--- src/rtl/ddr2_init_pkg.sv ---
package ddr2_init_pkg;

  // Slot word geometry; field placement is fixed because firmware encodes it
  localparam int SLOT_W  = 32;
  localparam int WAIT_W  = 8;
  localparam int CMD_W   = 3;
  localparam int BA_W    = 3;
  localparam int ADDR_W  = 15;

  localparam int EN_POS   = SLOT_W - 1;              // 31
  localparam int WAIT_LSB = EN_POS - WAIT_W;         // 23
  localparam int CMD_LSB  = WAIT_LSB - 1 - CMD_W;    // 19 (bit 22 reserved)
  localparam int BA_LSB   = CMD_LSB - BA_W;          // 16
  localparam int RSV_LO   = BA_LSB - 1;              // 15 reserved
  localparam int RSV_HI   = WAIT_LSB - 1;            // 22 reserved
  localparam int ADDR_LSB = 0;

  typedef struct packed {
    logic              en;
    logic [WAIT_W-1:0] hold;
    logic [CMD_W-1:0]  cmd;
    logic [BA_W-1:0]   ba;
    logic [ADDR_W-1:0] addr;
  } slot_t;

  typedef struct packed {
    logic              cs_n;
    logic              ras_n;
    logic              cas_n;
    logic              we_n;
    logic [BA_W-1:0]   ba;
    logic [ADDR_W-1:0] addr;
  } mem_cmd_t;

  localparam mem_cmd_t MEM_DESELECT = '{cs_n: 1'b1, ras_n: 1'b1, cas_n: 1'b1,
                                        we_n: 1'b1, ba: '0, addr: '0};

  typedef enum logic [1:0] {
    SQ_IDLE,
    SQ_ISSUE,
    SQ_HOLD,
    SQ_TAIL
  } seq_state_e;

endpackage

--- src/rtl/ddr2_slot_decode.sv ---
module ddr2_slot_decode
  import ddr2_init_pkg::*;
(
  input  logic [SLOT_W-1:0] word,
  output slot_t             fields
);

  // reserved bits carry no meaning; folded away so they reach no state
  logic unused_rsv;
  assign unused_rsv = ^{word[RSV_HI], word[RSV_LO]};

  always_comb begin
    fields.en   = word[EN_POS];
    fields.hold = word[WAIT_LSB +: WAIT_W];
    fields.cmd  = word[CMD_LSB  +: CMD_W];
    fields.ba   = word[BA_LSB   +: BA_W];
    fields.addr = word[ADDR_LSB +: ADDR_W];
  end

endmodule

--- src/rtl/ddr2_slot_bank.sv ---
module ddr2_slot_bank
  import ddr2_init_pkg::*;
#(
  parameter int NUM_SLOTS = 16,
  parameter int IDX_W     = 4
) (
  input  logic             clk,
  input  logic             rst_n,
  input  logic             wr_en,
  input  logic [IDX_W-1:0] wr_idx,
  input  slot_t            wr_fields,
  input  logic [IDX_W-1:0] rd_idx,
  output slot_t            rd_fields
);

  slot_t slot_vec [NUM_SLOTS];

  for (genvar g = 0; g < NUM_SLOTS; g++) begin : g_slot
    slot_t q;
    always_ff @(posedge clk) begin
      if (!rst_n) begin
        q <= '0;
      end else if (wr_en && (wr_idx == IDX_W'(g))) begin
        q <= wr_fields;
      end
    end
    assign slot_vec[g] = q;
  end

  assign rd_fields = slot_vec[rd_idx];

endmodule

--- src/rtl/ddr2_seq_ctrl.sv ---
module ddr2_seq_ctrl
  import ddr2_init_pkg::*;
#(
  parameter int NUM_SLOTS = 16,
  parameter int IDX_W     = 4
) (
  input  logic             clk,
  input  logic             rst_n,
  input  logic             start,
  input  slot_t            cur,
  output logic [IDX_W-1:0] slot_idx,
  output logic             issue,
  output logic             busy,
  output logic             done
);

  localparam logic [IDX_W-1:0] LAST_IDX = IDX_W'(NUM_SLOTS - 1);
  localparam logic [WAIT_W-1:0] HOLD_ONE = WAIT_W'(1);

  seq_state_e        state_q, state_d;
  logic [IDX_W-1:0]  idx_q, idx_d;
  logic [WAIT_W-1:0] hold_q, hold_d;
  logic              done_q, done_d;
  logic              slot_over;

  always_comb begin
    state_d   = state_q;
    idx_d     = idx_q;
    hold_d    = hold_q;
    done_d    = 1'b0;
    slot_over = 1'b0;
    case (state_q)
      SQ_IDLE: begin
        if (start) begin
          state_d = SQ_ISSUE;
          idx_d   = '0;
        end
      end
      SQ_ISSUE: begin
        if (cur.en && (cur.hold != '0)) begin
          hold_d  = cur.hold;
          state_d = SQ_HOLD;
        end else begin
          slot_over = 1'b1;
        end
      end
      SQ_HOLD: begin
        if (hold_q == HOLD_ONE) slot_over = 1'b1;
        else                    hold_d    = hold_q - 1'b1;
      end
      SQ_TAIL: begin
        state_d = SQ_IDLE;
        done_d  = 1'b1;
      end
      default: state_d = SQ_IDLE;
    endcase
    if (slot_over) begin
      if (idx_q == LAST_IDX) begin
        state_d = SQ_TAIL;
      end else begin
        idx_d   = idx_q + 1'b1;
        state_d = SQ_ISSUE;
      end
    end
  end

  always_ff @(posedge clk) begin
    if (!rst_n) begin
      state_q <= SQ_IDLE;
      idx_q   <= '0;
      hold_q  <= '0;
      done_q  <= 1'b0;
    end else begin
      state_q <= state_d;
      idx_q   <= idx_d;
      hold_q  <= hold_d;
      done_q  <= done_d;
    end
  end

  assign slot_idx = idx_q;
  assign issue    = (state_q == SQ_ISSUE) && cur.en;
  assign busy     = (state_q != SQ_IDLE);
  assign done     = done_q;

endmodule

--- src/rtl/ddr2_cmd_drive.sv ---
module ddr2_cmd_drive
  import ddr2_init_pkg::*;
(
  input  logic              clk,
  input  logic              rst_n,
  input  logic              issue,
  input  logic [CMD_W-1:0]  cmd_code,
  input  logic [BA_W-1:0]   cmd_ba,
  input  logic [ADDR_W-1:0] cmd_addr,
  input  logic              cke_req,
  output mem_cmd_t          bus_q,
  output logic              cke_q
);

  mem_cmd_t slot_cmd;

  always_comb begin
    slot_cmd.cs_n  = 1'b0;
    slot_cmd.ras_n = cmd_code[2];
    slot_cmd.cas_n = cmd_code[1];
    slot_cmd.we_n  = cmd_code[0];
    slot_cmd.ba    = cmd_ba;
    slot_cmd.addr  = cmd_addr;
  end

  always_ff @(posedge clk) begin
    if (!rst_n) begin
      bus_q <= MEM_DESELECT;
      cke_q <= 1'b0;
    end else begin
      bus_q <= issue ? slot_cmd : MEM_DESELECT;
      cke_q <= cke_req;
    end
  end

endmodule

--- src/rtl/ddr2_init_seq.sv ---
module ddr2_init_seq
  import ddr2_init_pkg::*;
#(
  parameter  int NUM_SLOTS = 16,
  localparam int IDX_W     = (NUM_SLOTS > 1) ? $clog2(NUM_SLOTS) : 1
) (
  input  logic              clk,
  input  logic              rst_n,
  input  logic              wr_valid,
  output logic              wr_ready,
  input  logic [IDX_W-1:0]  wr_slot,
  input  logic [SLOT_W-1:0] wr_data,
  input  logic              start,
  input  logic              cke_req,
  output logic              mem_cke,
  output logic              mem_cs_n,
  output logic              mem_ras_n,
  output logic              mem_cas_n,
  output logic              mem_we_n,
  output logic [BA_W-1:0]   mem_ba,
  output logic [ADDR_W-1:0] mem_addr,
  output logic              busy,
  output logic              done
);

  slot_t            wr_fields;
  slot_t            cur_slot;
  logic [IDX_W-1:0] cur_idx;
  logic             issue;
  logic             busy_i;
  logic             wr_en;
  mem_cmd_t         bus_q;

  assign wr_ready = ~busy_i;
  assign wr_en    = wr_valid & wr_ready;

  ddr2_slot_decode i_decode (
    .word   (wr_data),
    .fields (wr_fields)
  );

  ddr2_slot_bank #(
    .NUM_SLOTS (NUM_SLOTS),
    .IDX_W     (IDX_W)
  ) i_bank (
    .clk       (clk),
    .rst_n     (rst_n),
    .wr_en     (wr_en),
    .wr_idx    (wr_slot),
    .wr_fields (wr_fields),
    .rd_idx    (cur_idx),
    .rd_fields (cur_slot)
  );

  ddr2_seq_ctrl #(
    .NUM_SLOTS (NUM_SLOTS),
    .IDX_W     (IDX_W)
  ) i_ctrl (
    .clk      (clk),
    .rst_n    (rst_n),
    .start    (start),
    .cur      (cur_slot),
    .slot_idx (cur_idx),
    .issue    (issue),
    .busy     (busy_i),
    .done     (done)
  );

  ddr2_cmd_drive i_drive (
    .clk      (clk),
    .rst_n    (rst_n),
    .issue    (issue),
    .cmd_code (cur_slot.cmd),
    .cmd_ba   (cur_slot.ba),
    .cmd_addr (cur_slot.addr),
    .cke_req  (cke_req),
    .bus_q    (bus_q),
    .cke_q    (mem_cke)
  );

  assign mem_cs_n  = bus_q.cs_n;
  assign mem_ras_n = bus_q.ras_n;
  assign mem_cas_n = bus_q.cas_n;
  assign mem_we_n  = bus_q.we_n;
  assign mem_ba    = bus_q.ba;
  assign mem_addr  = bus_q.addr;
  assign busy      = busy_i;

endmodule

--- config.mk ---
export PLATFORM = sky130hd
export DESIGN_NAME = ddr2_init_seq
export DESIGN_NICKNAME = d
export VERILOG_FILES = /design/src/rtl/ddr2_init_pkg.sv /design/src/rtl/ddr2_slot_decode.sv /design/src/rtl/ddr2_slot_bank.sv /design/src/rtl/ddr2_seq_ctrl.sv /design/src/rtl/ddr2_cmd_drive.sv /design/src/rtl/ddr2_init_seq.sv
export SDC_FILE = /design/constraint.sdc
export NUM_CORES = 1
export LEC_CHECK = 0
export BUFFER_PORTS_ARGS = -buffer_cell sky130_fd_sc_hd__buf_4
export CAP_MARGIN = 15
export CORE_MARGIN = 3
export CORE_UTILIZATION = 40
export DETAILED_ROUTE_END_ITERATION = 12
export PLACE_DENSITY = 0.58
export SYNTH_ARGS = -nofsm -noshare
export SYNTH_HDL_FRONTEND = slang
export SYNTH_SLANG_ARGS = --single-unit
--- constraint.sdc ---
create_clock -name clk -period 7.5 [get_ports clk]
set_input_delay 0.75 -clock clk [delete_from_list [all_inputs] [get_ports clk]]
set_output_delay 0.75 -clock clk [all_outputs]
set_load 0.1 [all_outputs]
==> impl_metrics.env <==
export IMPL_track_usage_pct=24.3
export IMPL_synth_area_leaders="dfxtp_1 (47%), nand2_1 (17%), mux4_2 (13%)"
export IMPL_row_count=85
export IMPL_reg2reg_depth=8
export IMPL_synth_cell_types=49
export IMPL_antenna_found_initial=7
export IMPL_die_h_um=241
export IMPL_drc=0
export IMPL_cp_data_arrival_time_ps=4790
export IMPL_synth_fp_nets=2673
export IMPL_drt_wl_total_um=71100
export IMPL_start_util_pct=40.7
export IMPL_cap_viol_max_count=0
export IMPL_cts_root_buffer="clkbuf_16"
export IMPL_seqPwrFrac_pct=48.0
export IMPL_seq_area_frac_synth_pct=47.1
export IMPL_startpoint_type="flop"
export IMPL_finalInstanceArea_um2=24600
export IMPL_cts_clk_slew_worst_paths_ps=60
export IMPL_drt_iter0_drc=2020
export IMPL_viasPerCell=5.71
export IMPL_synth_edf_count=0
export IMPL_status="completed"
export IMPL_cts_made_buffers=53
export IMPL_ioPinCount=67
export IMPL_switching_power_w=0.00142
export IMPL_cts_resized=0
export IMPL_slew_headroom_pct=14.6
export IMPL_grt_max_degree=197
export IMPL_rsz0062_at_grt="false"
export IMPL_dr_pass1_iters=6
export IMPL_wire_per_inst_um=21.8
export IMPL_synth_seq_cells=518
export IMPL_netlist_area_um2=22000
export IMPL_grt_pass1_wl_um=107000
export IMPL_yosysTopAreaCell="dfxtp_1"
export IMPL_nNetsFinal=2574
export IMPL_grt_overflow_total=0
export IMPL_period_minus_slack_ps=4310
export IMPL_worstPathRequired_ps=7980
export IMPL_max_freq_ghz=0.232
export IMPL_hold_class="in -> reg"
export IMPL_synth_cells=2625
export IMPL_vias=18635
export IMPL_setup_tns_ps=0
export IMPL_clkSinkCount=518
export IMPL_worstSetupPathType="reg -> reg"
export IMPL_grt_pass1_vias=17686
export IMPL_post_dp_hpwl_um=41400
export IMPL_crit_fanout=66
export IMPL_combPwrFrac_pct=6.7
export IMPL_die_x_um=241
export IMPL_powerDensity_nw_per_um2=239
export IMPL_hold_depth=2
export IMPL_end_kind="flop"
export IMPL_skew_ps=10.1
export IMPL_cts_tree="done"
export IMPL_cts_setup_buffers=0
export IMPL_cts_htree_levels=2
export IMPL_swShare_pct=24.1
export IMPL_yosysTopAreaCellShare_pct=47.1
export IMPL_ys_warnings_count=0
export IMPL_dieArea_um2=57900
export IMPL_ant_nets=0
export IMPL_tightest_slew_ps=1280
export IMPL_irDropWorstVdd_v=0.000160
export IMPL_ctsHoldBuffers=0
export IMPL_drive_above_1_share_pct=14.8
export IMPL_coreArea_um2=54100
export IMPL_area_growth_pct=11.8
export IMPL_slew_violations=0
export IMPL_setup_viol=0
export IMPL_intPower_w=0.00446
export IMPL_clock_latency_ps=600
export IMPL_gp_congestion=0.808
export IMPL_hold_viol_final=0
export IMPL_timing_final_crit_share_pct=57.4
export IMPL_ys_flop_type="dfxtp_1"
export IMPL_p_leak_nw=7.85
export IMPL_io_buffers=64
export IMPL_p_clk_share_pct=45.2
export IMPL_place_area_um2=22800
export IMPL_async_reset_ff_share_pct=0
export IMPL_syn_avg_cell_area_um2=8.40
export IMPL_cts_buffer_depth=3
==> worst paths after layout <==
kind / slack [ps] / startpoint / endpoint
max: 3190 / i_ctrl.slot_idx[1]$_SDFF_PN0_ / i_ctrl.state_q[1]$_SDFFE_PN0P_
min: 350 / cke_req / i_drive.cke_q$_SDFF_PN0_
max reg2reg: 3190 / i_ctrl.slot_idx[1]$_SDFF_PN0_ / i_ctrl.state_q[1]$_SDFFE_PN0P_
min reg2reg: 450 / i_bank.g_slot[14].q[10]$_SDFFE_PN0P_ / i_bank.g_slot[14].q[10]$_SDFFE_PN0P_
==> placed cells by master, fill, tap and decap left out, drive strengths merged, types with 6 or more instances in the layout <==
master | synthesis | routed
nor3 | 13 | 13
o21ai | 7 | 7
nand2 | 995 | 995
a21oi | 493 | 493
nor2 | 46 | 46
clkinv | 1 | 6
clkbuf | 233 | 82
mux4 | 125 | 125
o22ai | 25 | 25
buf | 27 | 106
inv | 11 | 13
mux2 | 32 | 32
ha | 7 | 7
nand3 | 10 | 10
nor2b | 20 | 20
o211ai | 6 | 6
dfxtp | 518 | 518
==> worst max-delay path, stage by stage (launching register included) <==
cell	delay, ps
dfxtp_4	830
buf_4	980
mux4_2	440
nor2_1	160
o22ai_1	140
nor4_2	590
o221ai_2	440
a21oi_1	420
o31ai_1	130
==> cell usage after synthesis (2+ instances only) <==
master and number:
o211ai_1 6, o21a_1 2, nor3_1 13, a21oi_1 492, a211oi_1 4, o31ai_1 3
o21ai_0 7, nand4_1 4, buf_2 12, a41oi_1 2, and2_1 3, a21o_1 2
o22ai_1 25, o2bb2ai_1 2, nor2b_1 20, nand2b_1 5, mux2i_1 4, nand2_1 995
ha_1 7, nor2_1 45, dfxtp_1 518, a311oi_2 2, nor4_2 2, inv_1 11
or2_2 4, buf_1 10, a32o_1 2, nand3_1 10, buf_6 5, mux2_2 32
clkbuf_1 233, mux4_2 125, a31oi_1 2
==> sequential cells by signal, indices dropped and copies added (netlist names) <==
name / flops
i_drive.bus_q: 22
i_drive.cke_q: 1
i_ctrl.hold_q: 8
i_ctrl.state_q: 2
i_bank.g_slot.q: 480
i_ctrl.slot_idx: 4
i_ctrl.done: 1
==> power by group through the flow <==
stage          sequential [W]  clock, W  combinational (W)
2_1_floorplan         0.00287         0           0.000296
3_3_place_gp          0.00288         0           0.000384
3_5_place_dp          0.00288         0           0.000390
4_1_cts               0.00282   0.00270           0.000391
5_1_grt               0.00283   0.00281           0.000425
6_report              0.00282   0.00266           0.000396
==> cell type report <==
type	count	area, um2
Inverter	12	52.6
Sequential cell	518	10400
Clock inverter	13	151
Fill cell	5159	29500
Timing Repair Buffer	106	856
Antenna cell	3	7.51
Tap cell	696	871
Multi-Input combinational cell	1835	10700
Clock buffer	82	1590
==> routing by layer <==
layer | GRT usage, % | up-vias | share of wire [%]
li1 | - | 8589 | -
met1 | 33.7 | 9061 | 42
met5 | 0 | - | 0.073
met3 | 4.65 | 169 | 10
met2 | 37.9 | 808 | 45
met4 | 9.00 | 8 | 3.7
==> metrics by stage <==
| stage | setup slack [ps] | hold slack (ps) | utilization, % | power, W | cells |
|---|---|---|---|---|---|
| floorplan | 4820 | 433 | - | 0.00316 | 2625 |
| global placement | 3280 | 438 | 42.1 | 0.00327 | 3164 |
| detailed placement | 3310 | 446 | 42.1 | 0.00327 | 3164 |
| CTS | 3290 | 335 | 45.3 | 0.00592 | 3259 |
| global route | 3050 | 349 | 45.5 | 0.00607 | 3262 |
| finish | 3190 | 353 | 45.5 | 0.00588 | 3265 |
==> cells by family (layout without fill, tap and decap cells) <==
logic type / Yosys count / count (layout) / synth area share (%)
AO/OA/AOI/OAI: 561 / 561 / 13.5
XOR/XNOR: 1 / 1 / 0.0398
other: 0 / 3 / 0
flip-flops: 518 / 518 / 47.1
buffers and inverters: 272 / 213 / 4.87
adder cells (fa/ha/maj): 7 / 7 / 0.397
multiplexers: 161 / 161 / 14.6
AND/OR/NAND/NOR: 1105 / 1105 / 19.5
No activity file was read; power rests on OpenSTA's default activity.
